===== src/rtl/tmr_pkg.sv =====
package tmr_pkg;

  localparam int NCH = 3;
  localparam int DATA_W = 32;

  // register offsets inside one channel group
  localparam int OFS_LOAD = 'h0;
  localparam int OFS_VAL  = 'h4;
  localparam int OFS_CTRL = 'h8;
  localparam int OFS_CLR  = 'hC;

  // 40-bit counter words
  localparam int FREE_LO = 'h60;
  localparam int FREE_HI = 'h64;
  localparam int FREE_EN_BIT = 8;

  // control word bit positions
  localparam int BIT_EN   = 7;
  localparam int BIT_PER  = 6;
  localparam int BIT_FAST = 3;

  typedef struct packed {
    logic en;
    logic periodic;
    logic fast;
  } tmr_ctrl_t;

  function automatic int ch_base(int idx);
    case (idx)
      0:       return 'h00;
      1:       return 'h20;
      default: return 'h80;
    endcase
  endfunction

  function automatic logic [DATA_W-1:0] ctrl_word(tmr_ctrl_t c);
    logic [DATA_W-1:0] w;
    w = '0;
    w[BIT_EN]   = c.en;
    w[BIT_PER]  = c.periodic;
    w[BIT_FAST] = c.fast;
    return w;
  endfunction

endpackage


===== src/rtl/tmr_interval.sv =====
module tmr_interval
  import tmr_pkg::*;
#(
  parameter int WIDTH = 16
) (
  input  logic             clk,
  input  logic             rst_n,
  input  logic             load_wr,
  input  logic             ctrl_wr,
  input  logic             clr_wr,
  input  logic [WIDTH-1:0] load_in,
  input  tmr_ctrl_t        ctrl_in,
  input  logic             tick_slow,
  input  logic             tick_fast,
  output logic [WIDTH-1:0] load_o,
  output logic [WIDTH-1:0] cnt_o,
  output tmr_ctrl_t        ctrl_o,
  output logic             irq_o
);

  logic [WIDTH-1:0] load_q;
  logic [WIDTH-1:0] cnt_q;
  logic [WIDTH-1:0] cnt_d;
  tmr_ctrl_t        ctrl_q;
  logic             irq_q;
  logic             tick_sel;
  logic             step;
  logic             at_zero;
  logic             underflow;

  assign tick_sel  = ctrl_q.fast ? tick_fast : tick_slow;
  assign step      = ctrl_q.en & tick_sel;
  assign at_zero   = (cnt_q == '0);
  assign underflow = step & at_zero;

  always_comb begin
    cnt_d = cnt_q;
    if (step) begin
      if (at_zero) cnt_d = ctrl_q.periodic ? load_q : '1;
      else         cnt_d = cnt_q - 1'b1;
    end else if (load_wr && !ctrl_q.en) begin
      cnt_d = load_in;
    end
  end

  always_ff @(posedge clk or negedge rst_n) begin
    if (!rst_n) begin
      load_q <= '0;
      cnt_q  <= '0;
      ctrl_q <= '0;
      irq_q  <= 1'b0;
    end else begin
      cnt_q <= cnt_d;
      if (load_wr) load_q <= load_in;
      if (ctrl_wr) ctrl_q <= ctrl_in;
      if (underflow)   irq_q <= 1'b1;
      else if (clr_wr) irq_q <= 1'b0;
    end
  end

  assign load_o = load_q;
  assign cnt_o  = cnt_q;
  assign ctrl_o = ctrl_q;
  assign irq_o  = irq_q;

  assert_hold_off_R5: assert property (@(posedge clk) disable iff (!rst_n)
    (!ctrl_o.en && !load_wr) |=> $stable(cnt_o));

  assert_reload_R6: assert property (@(posedge clk) disable iff (!rst_n)
    (underflow && ctrl_o.periodic) |=> (cnt_o == $past(load_o)));

  assert_wrap_R7: assert property (@(posedge clk) disable iff (!rst_n)
    (underflow && !ctrl_o.periodic) |=> (&cnt_o));

  assert_irq_set_R8: assert property (@(posedge clk) disable iff (!rst_n)
    underflow |=> irq_o);

  assert_irq_clear_R9: assert property (@(posedge clk) disable iff (!rst_n)
    (clr_wr && !underflow) |=> !irq_o);

  assert_load_idle_R10: assert property (@(posedge clk) disable iff (!rst_n)
    (load_wr && !ctrl_o.en) |=> (cnt_o == $past(load_in)));

endmodule


===== src/rtl/tmr_freerun.sv =====
module tmr_freerun #(
  parameter int CNT_W = 40
) (
  input  logic             clk,
  input  logic             rst_n,
  input  logic             cfg_wr,
  input  logic             en_in,
  input  logic             tick,
  output logic [CNT_W-1:0] count_o,
  output logic             en_o
);

  logic [CNT_W-1:0] cnt_q;
  logic             en_q;

  always_ff @(posedge clk or negedge rst_n) begin
    if (!rst_n) begin
      cnt_q <= '0;
      en_q  <= 1'b0;
    end else begin
      if (en_q && tick) cnt_q <= cnt_q + 1'b1;
      if (cfg_wr)       en_q  <= en_in;
    end
  end

  assign count_o = cnt_q;
  assign en_o    = en_q;

  assert_free_step_R11: assert property (@(posedge clk) disable iff (!rst_n)
    (en_o && tick) |=> (count_o == $past(count_o) + 1'b1));

  assert_free_hold_R11: assert property (@(posedge clk) disable iff (!rst_n)
    !(en_o && tick) |=> $stable(count_o));

endmodule


===== src/rtl/tmr_rdmux.sv =====
module tmr_rdmux
  import tmr_pkg::*;
#(
  parameter int ADDR_W = 8,
  parameter int FREE_W = 40
) (
  input  logic [ADDR_W-1:0]           addr,
  input  logic [NCH-1:0][DATA_W-1:0]  load_v,
  input  logic [NCH-1:0][DATA_W-1:0]  cnt_v,
  input  logic [NCH-1:0][DATA_W-1:0]  ctrl_v,
  input  logic [FREE_W-1:0]           free_cnt,
  input  logic                        free_en,
  output logic [DATA_W-1:0]           rdata
);

  localparam int HI_W = FREE_W - DATA_W;

  always_comb begin
    rdata = '0;
    for (int i = 0; i < NCH; i++) begin
      if (addr == ADDR_W'(ch_base(i) + OFS_LOAD)) rdata = load_v[i];
      if (addr == ADDR_W'(ch_base(i) + OFS_VAL))  rdata = cnt_v[i];
      if (addr == ADDR_W'(ch_base(i) + OFS_CTRL)) rdata = ctrl_v[i];
    end
    if (addr == ADDR_W'(FREE_LO)) rdata = free_cnt[DATA_W-1:0];
    if (addr == ADDR_W'(FREE_HI)) begin
      rdata = DATA_W'(free_cnt[FREE_W-1:DATA_W]);
      rdata[FREE_EN_BIT] = free_en;
    end
  end

  initial begin
    assert_hi_fits_R11: assert (HI_W > 0 && HI_W <= FREE_EN_BIT)
      else $error("counter high word overlaps the enable flag");
  end

endmodule


===== src/rtl/tmr_bank.sv =====
module tmr_bank
  import tmr_pkg::*;
#(
  parameter int ADDR_W   = 8,
  parameter int NARROW_W = 16,
  parameter int WIDE_W   = 32,
  parameter int FREE_W   = 40
) (
  input  logic              clk,
  input  logic              rst_n,
  input  logic [ADDR_W-1:0] bus_addr,
  input  logic              bus_we,
  input  logic [31:0]       bus_wdata,
  output logic [31:0]       bus_rdata,
  input  logic              tick_slow,
  input  logic              tick_fast,
  input  logic              tick_free,
  output logic [2:0]        irq
);

  logic [NCH-1:0][DATA_W-1:0] load_v;
  logic [NCH-1:0][DATA_W-1:0] cnt_v;
  logic [NCH-1:0][DATA_W-1:0] ctrl_v;
  logic [FREE_W-1:0]          free_cnt;
  logic                       free_en;
  logic                       free_wr;
  tmr_ctrl_t                  ctrl_in;

  assign ctrl_in = '{en:       bus_wdata[BIT_EN],
                     periodic: bus_wdata[BIT_PER],
                     fast:     bus_wdata[BIT_FAST]};

  for (genvar g = 0; g < NCH; g++) begin : g_ch
    localparam int W    = (g == NCH - 1) ? WIDE_W : NARROW_W;
    localparam int BASE = ch_base(g);

    logic      load_wr, ctrl_wr, clr_wr;
    logic [W-1:0] load_o, cnt_o;
    tmr_ctrl_t ctrl_o;

    assign load_wr = bus_we && (bus_addr == ADDR_W'(BASE + OFS_LOAD));
    assign ctrl_wr = bus_we && (bus_addr == ADDR_W'(BASE + OFS_CTRL));
    assign clr_wr  = bus_we && (bus_addr == ADDR_W'(BASE + OFS_CLR));

    tmr_interval #(.WIDTH(W)) i_chan (
      .clk       (clk),
      .rst_n     (rst_n),
      .load_wr   (load_wr),
      .ctrl_wr   (ctrl_wr),
      .clr_wr    (clr_wr),
      .load_in   (bus_wdata[W-1:0]),
      .ctrl_in   (ctrl_in),
      .tick_slow (tick_slow),
      .tick_fast (tick_fast),
      .load_o    (load_o),
      .cnt_o     (cnt_o),
      .ctrl_o    (ctrl_o),
      .irq_o     (irq[g])
    );

    assign load_v[g] = DATA_W'(load_o);
    assign cnt_v[g]  = DATA_W'(cnt_o);
    assign ctrl_v[g] = ctrl_word(ctrl_o);
  end

  assign free_wr = bus_we && (bus_addr == ADDR_W'(FREE_HI));

  tmr_freerun #(.CNT_W(FREE_W)) i_free (
    .clk     (clk),
    .rst_n   (rst_n),
    .cfg_wr  (free_wr),
    .en_in   (bus_wdata[FREE_EN_BIT]),
    .tick    (tick_free),
    .count_o (free_cnt),
    .en_o    (free_en)
  );

  tmr_rdmux #(.ADDR_W(ADDR_W), .FREE_W(FREE_W)) i_rdmux (
    .addr     (bus_addr),
    .load_v   (load_v),
    .cnt_v    (cnt_v),
    .ctrl_v   (ctrl_v),
    .free_cnt (free_cnt),
    .free_en  (free_en),
    .rdata    (bus_rdata)
  );

  assert_irq_reset_R1: assert property (@(posedge clk) disable iff (!rst_n)
    $rose(rst_n) |-> (irq == '0));

endmodule


===== config.mk =====
export PLATFORM = sky130hd
export DESIGN_NAME = tmr_bank
export DESIGN_NICKNAME = d
export VERILOG_FILES = /design/src/rtl/tmr_pkg.sv /design/src/rtl/tmr_interval.sv /design/src/rtl/tmr_freerun.sv /design/src/rtl/tmr_rdmux.sv /design/src/rtl/tmr_bank.sv
export SDC_FILE = /design/constraint.sdc
export NUM_CORES = 1
export LEC_CHECK = 0
export BUFFER_PORTS_ARGS = -buffer_cell sky130_fd_sc_hd__buf_2
export CAP_MARGIN = 25
export CORE_MARGIN = 2
export CORE_UTILIZATION = 47
export CTS_CLUSTER_SIZE = 12
export DETAILED_ROUTE_END_ITERATION = 10
export HOLD_SLACK_MARGIN = 0.15
export PLACE_DENSITY = 0.69
export SYNTH_ARGS = -nofsm -noshare
export SYNTH_HDL_FRONTEND = slang
export SYNTH_SLANG_ARGS = --single-unit

===== constraint.sdc =====
create_clock -name clk -period 5.17 [get_ports clk]
set_input_delay 1.034 -clock clk [delete_from_list [all_inputs] [get_ports clk]]
set_output_delay 1.034 -clock clk [all_outputs]
set_load 0.02 [all_outputs]

==> results.md <==
* Status: finished, final reports clean
* # diodes at 0
* Final Hold Viols at 0
* Synth top cells by count: dfrtp_1, nand2_1, nor2_1
* Die width at 158.0 um
* CTS root buffer: clkbuf_16
* Share of post-route cells with drive strength above 1 at 0.1894
* Ys Warns at 0
* CTS sink cnt at 181
* Crit-path most repeated cell: buf_2
* RSZ-0062 raised after global routing: false
* Max stage delay on crit path at 0.69 ns
* Boundary Pins at 81
* Clock Tree Buf Depth at 2
* Clock transition at path regs at 0.07 ns
* Pwr/cell area at 346.2 mW/mm^2
* CP endpoint kind: output port
* Post-DP HPWL at 26.90 mm
* Sw Share at 0.3778
* Post-synth EDFFs at 0
* Top-area cell type share of the netlist area at 0.4063
* Skew final at 0.01446 ns
* Insertion delay to the later sink of the worst-skew pair at 0.45 ns
* Critical Path RT at 4.14 ns
* Syn Area/Cell at 9.056 um^2
* Ranking of synthesized cells by area: dfrtp_1, mux2_2, nand2_1, xnor2_1, o21ai_0
* CP max FO at 12
* Drt pass-1 iters at 7
* Actual slew at the worst max-slew pin at 0.9342 ns
* Critical Path Start Type: input port
* Vias post-DR at 10,360
* Final min period at 4.580 ns
* Synth-to-layout area growth at 11.81%
* Largest net degree at the start of global routing at 122
* Mapped Cells at 1,231
* Synth Register Bits at 181
* DP Area at 0.01183 mm^2
* Detailed Route WL at 37.16 mm
* Setup-failing EPs final at 0
* Initial antenna violation count at 0
* Final ANT Viol Nets at 0
* Row count at 56
* Post-cts resize count at 0
* DR iter-0 viols at 1,297
* Routed WL per cell at 23.12 um
* Power Internal at 0.002685 W
* Final Non-Filler Cells at 1,607
* GRT Overall Usage at 0.3037
* DIE AREA at 0.02497 mm^2
* CP Cell Sequence: buf_2 -> or4_1 -> nor2_1 -> a222oi_1 -> o22ai_1 -> o211ai_1 -> nand2_1 -> buf_2
* Logic gate share of total power at 0.230
* Maxcap violations at 0
* Max-slew headroom at the worst pin at 0.3714
* Drc violations at 0
* Routability cong. at 1.006
* Seq/Total Area, Yosys at 0.4063
* Post-synth top area cell: dfrtp_1
* Most common cell in the netlist: dfrtp_1
* GR Overflow Total at 0
* Post-synth cell types at 80
* Synth Net Count at 1,284
* Die H at 158.0 um
* Worst hold-check path type: input port to asynchronous set/reset pin
* Starting density of the core at 0.4764
* Max Clock Freq at 218.3 MHz
* Placed cell count at 1,574
* Clock power share at 0.309
* Top_reg_cell synth: dfrtp_1
* Crit-path slowest cell: or4_1
* Final cycle utilization of the critical path at 0.8859
* Async SR Flop Fraction at 1.000
* Net Switching at 0.001631 W
* CP Data Arrival Time at 3.55 ns
* Crit Path Category: input port to output port
* Port-buffer cells at 80
* Leakage at 5.558 nW
* Setup_tns at 0 ns
* Hold-fix buffers, CTS at 0
* Final instance area at 0.01246 mm^2
* Max-slew violation count at 0
* Drt via density at 6.447
* CTS tree: yes
* Synthesized area at 0.01115 mm^2
* H-tree depth at 4
* First-pass GRT wire length at 57.79 mm
* Core outline area at 0.02340 mm^2
* Max VDD drop at 0.1996 mV
* Vias in the first global route at 9,808
* Seq pwr share at 0.461
* Final #Nets at 1,328
* Total CTS buffers at 17
* Setup Fix Bufs, Post-CTS at 0
==> worst max-delay path, delay by kind of cell <==
kind	cells	cell delay, ns
AND/OR/NAND/NOR	3	1.49
AO/OA/AOI/OAI	3	0.69
buffers and inverters	2	0.31
==> state kept, by name (all words and copies together), names as in the netlist <==
signal and count:
g_ch.i_chan.cnt_o 64, g_ch.i_chan.ctrl_o 9, g_ch.i_chan.irq_o 3, g_ch.i_chan.load_o 64, i_free.count_o 40, i_free.en_o 1
==> worst paths after layout <==
check                           cells past startpoint                      from  slack [ns]                  endpoint
worst max-delay path                                8               bus_addr[4]        0.59             bus_rdata[15]
worst min-delay path                                1                     rst_n        0.47   g_ch[1].i_chan.cnt_o[8]
worst max register to register                      6  g_ch[2].i_chan.cnt_o[30]        2.08  g_ch[2].i_chan.cnt_o[23]
worst min register to register                      1        i_free.count_o[30]        0.50        i_free.count_o[30]
max in group asynchronous                           3                     rst_n        3.49         i_free.count_o[6]
min in group clk                                    1        i_free.count_o[30]        0.50        i_free.count_o[30]
==> cell families (layout without fill, tap and decap cells) <==
group	Yosys count	after routing	synth area share
compound gates	324	324	0.1934
fa+ha+maj	7	7	0.007856
flops	181	181	0.4063
xor+xnor	70	70	0.05499
simple gates	433	433	0.1987
mux	96	96	0.09495
buf+inv	120	177	0.04388
==> metal layers <==
metal	GRT usage	share of wire	up-vias
met5	0	0	-
met4	0.1021	0.033	0
met3	0.05721	0.083	85
met2	0.4758	0.46	527
met1	0.4238	0.43	5106
li1	-	-	4642
==> final cells by class <==
| class | instances | area (um^2) |
|---|---|---|
| clock buffers | 18 | 429.2 |
| fillers | 2203 | 10940 |
| clock inverters | 14 | 182.7 |
| multi-input cells | 930 | 6150 |
| well taps | 319 | 399.1 |
| flip-flops and latches | 181 | 4529 |
| repair buffers | 106 | 628.1 |
| inverters | 39 | 146.4 |
==> cell usage in the layout, fill, tap and decap left out, types with 6 or more instances in the layout <==
cell | synthesis | final
o211ai_1 | 24 | 24
a211oi_1 | 7 | 7
clkbuf_16 | 0 | 17
xor2_1 | 23 | 23
nor3_1 | 36 | 35
nand2_1 | 136 | 136
mux2_2 | 78 | 78
a222oi_1 | 28 | 28
buf_2 | 9 | 79
mux2i_1 | 18 | 18
a31oi_1 | 15 | 15
and3_1 | 9 | 9
nor2_1 | 92 | 91
nor4_1 | 12 | 10
or4_1 | 8 | 8
o311ai_0 | 6 | 6
inv_1 | 38 | 38
xnor2_1 | 47 | 47
clkinv_8 | 0 | 7
a21oi_1 | 50 | 50
o22ai_1 | 28 | 28
nand3_1 | 42 | 42
o21ai_1 | 14 | 14
or3_1 | 18 | 18
ha_1 | 7 | 7
o311ai_1 | 6 | 6
a22oi_1 | 14 | 14
o21ai_0 | 79 | 79
nand3b_1 | 9 | 9
dfrtp_1 | 181 | 181
nor4_2 | 5 | 7
a21o_1 | 12 | 12
nand2b_1 | 8 | 8
o221ai_1 | 7 | 7
buf_4 | 5 | 24
nand4_1 | 21 | 21
==> power groups by stage <==
| stage | sequential [W] | combinational [W] | clock [W] |
|---|---|---|---|
| floorplan | 0.00182 | 0.000787 | 0 |
| global placement | 0.00199 | 0.000951 | 0 |
| detailed placement | 0.00199 | 0.000977 | 0 |
| CTS | 0.00197 | 0.000983 | 0.00135 |
| global route | 0.00201 | 0.00111 | 0.00141 |
| finish | 0.00199 | 0.000993 | 0.00133 |
==> stage by stage <==
stage | hold WS, ns | total power [W] | setup WS, ns | util
after floorplan | 0.4459 | 0.002604 | 1.141 | -
after global placement | 0.4790 | 0.002945 | 0.8216 | 0.5048
after detailed placement | 0.4888 | 0.002971 | 0.6959 | 0.5053
after CTS | 0.4996 | 0.004304 | 0.6573 | 0.5314
after global routing | 0.4668 | 0.004530 | 0.4942 | 0.5326
final | 0.4721 | 0.004316 | 0.5899 | 0.5326
Power figures use the tool's default switching activity.
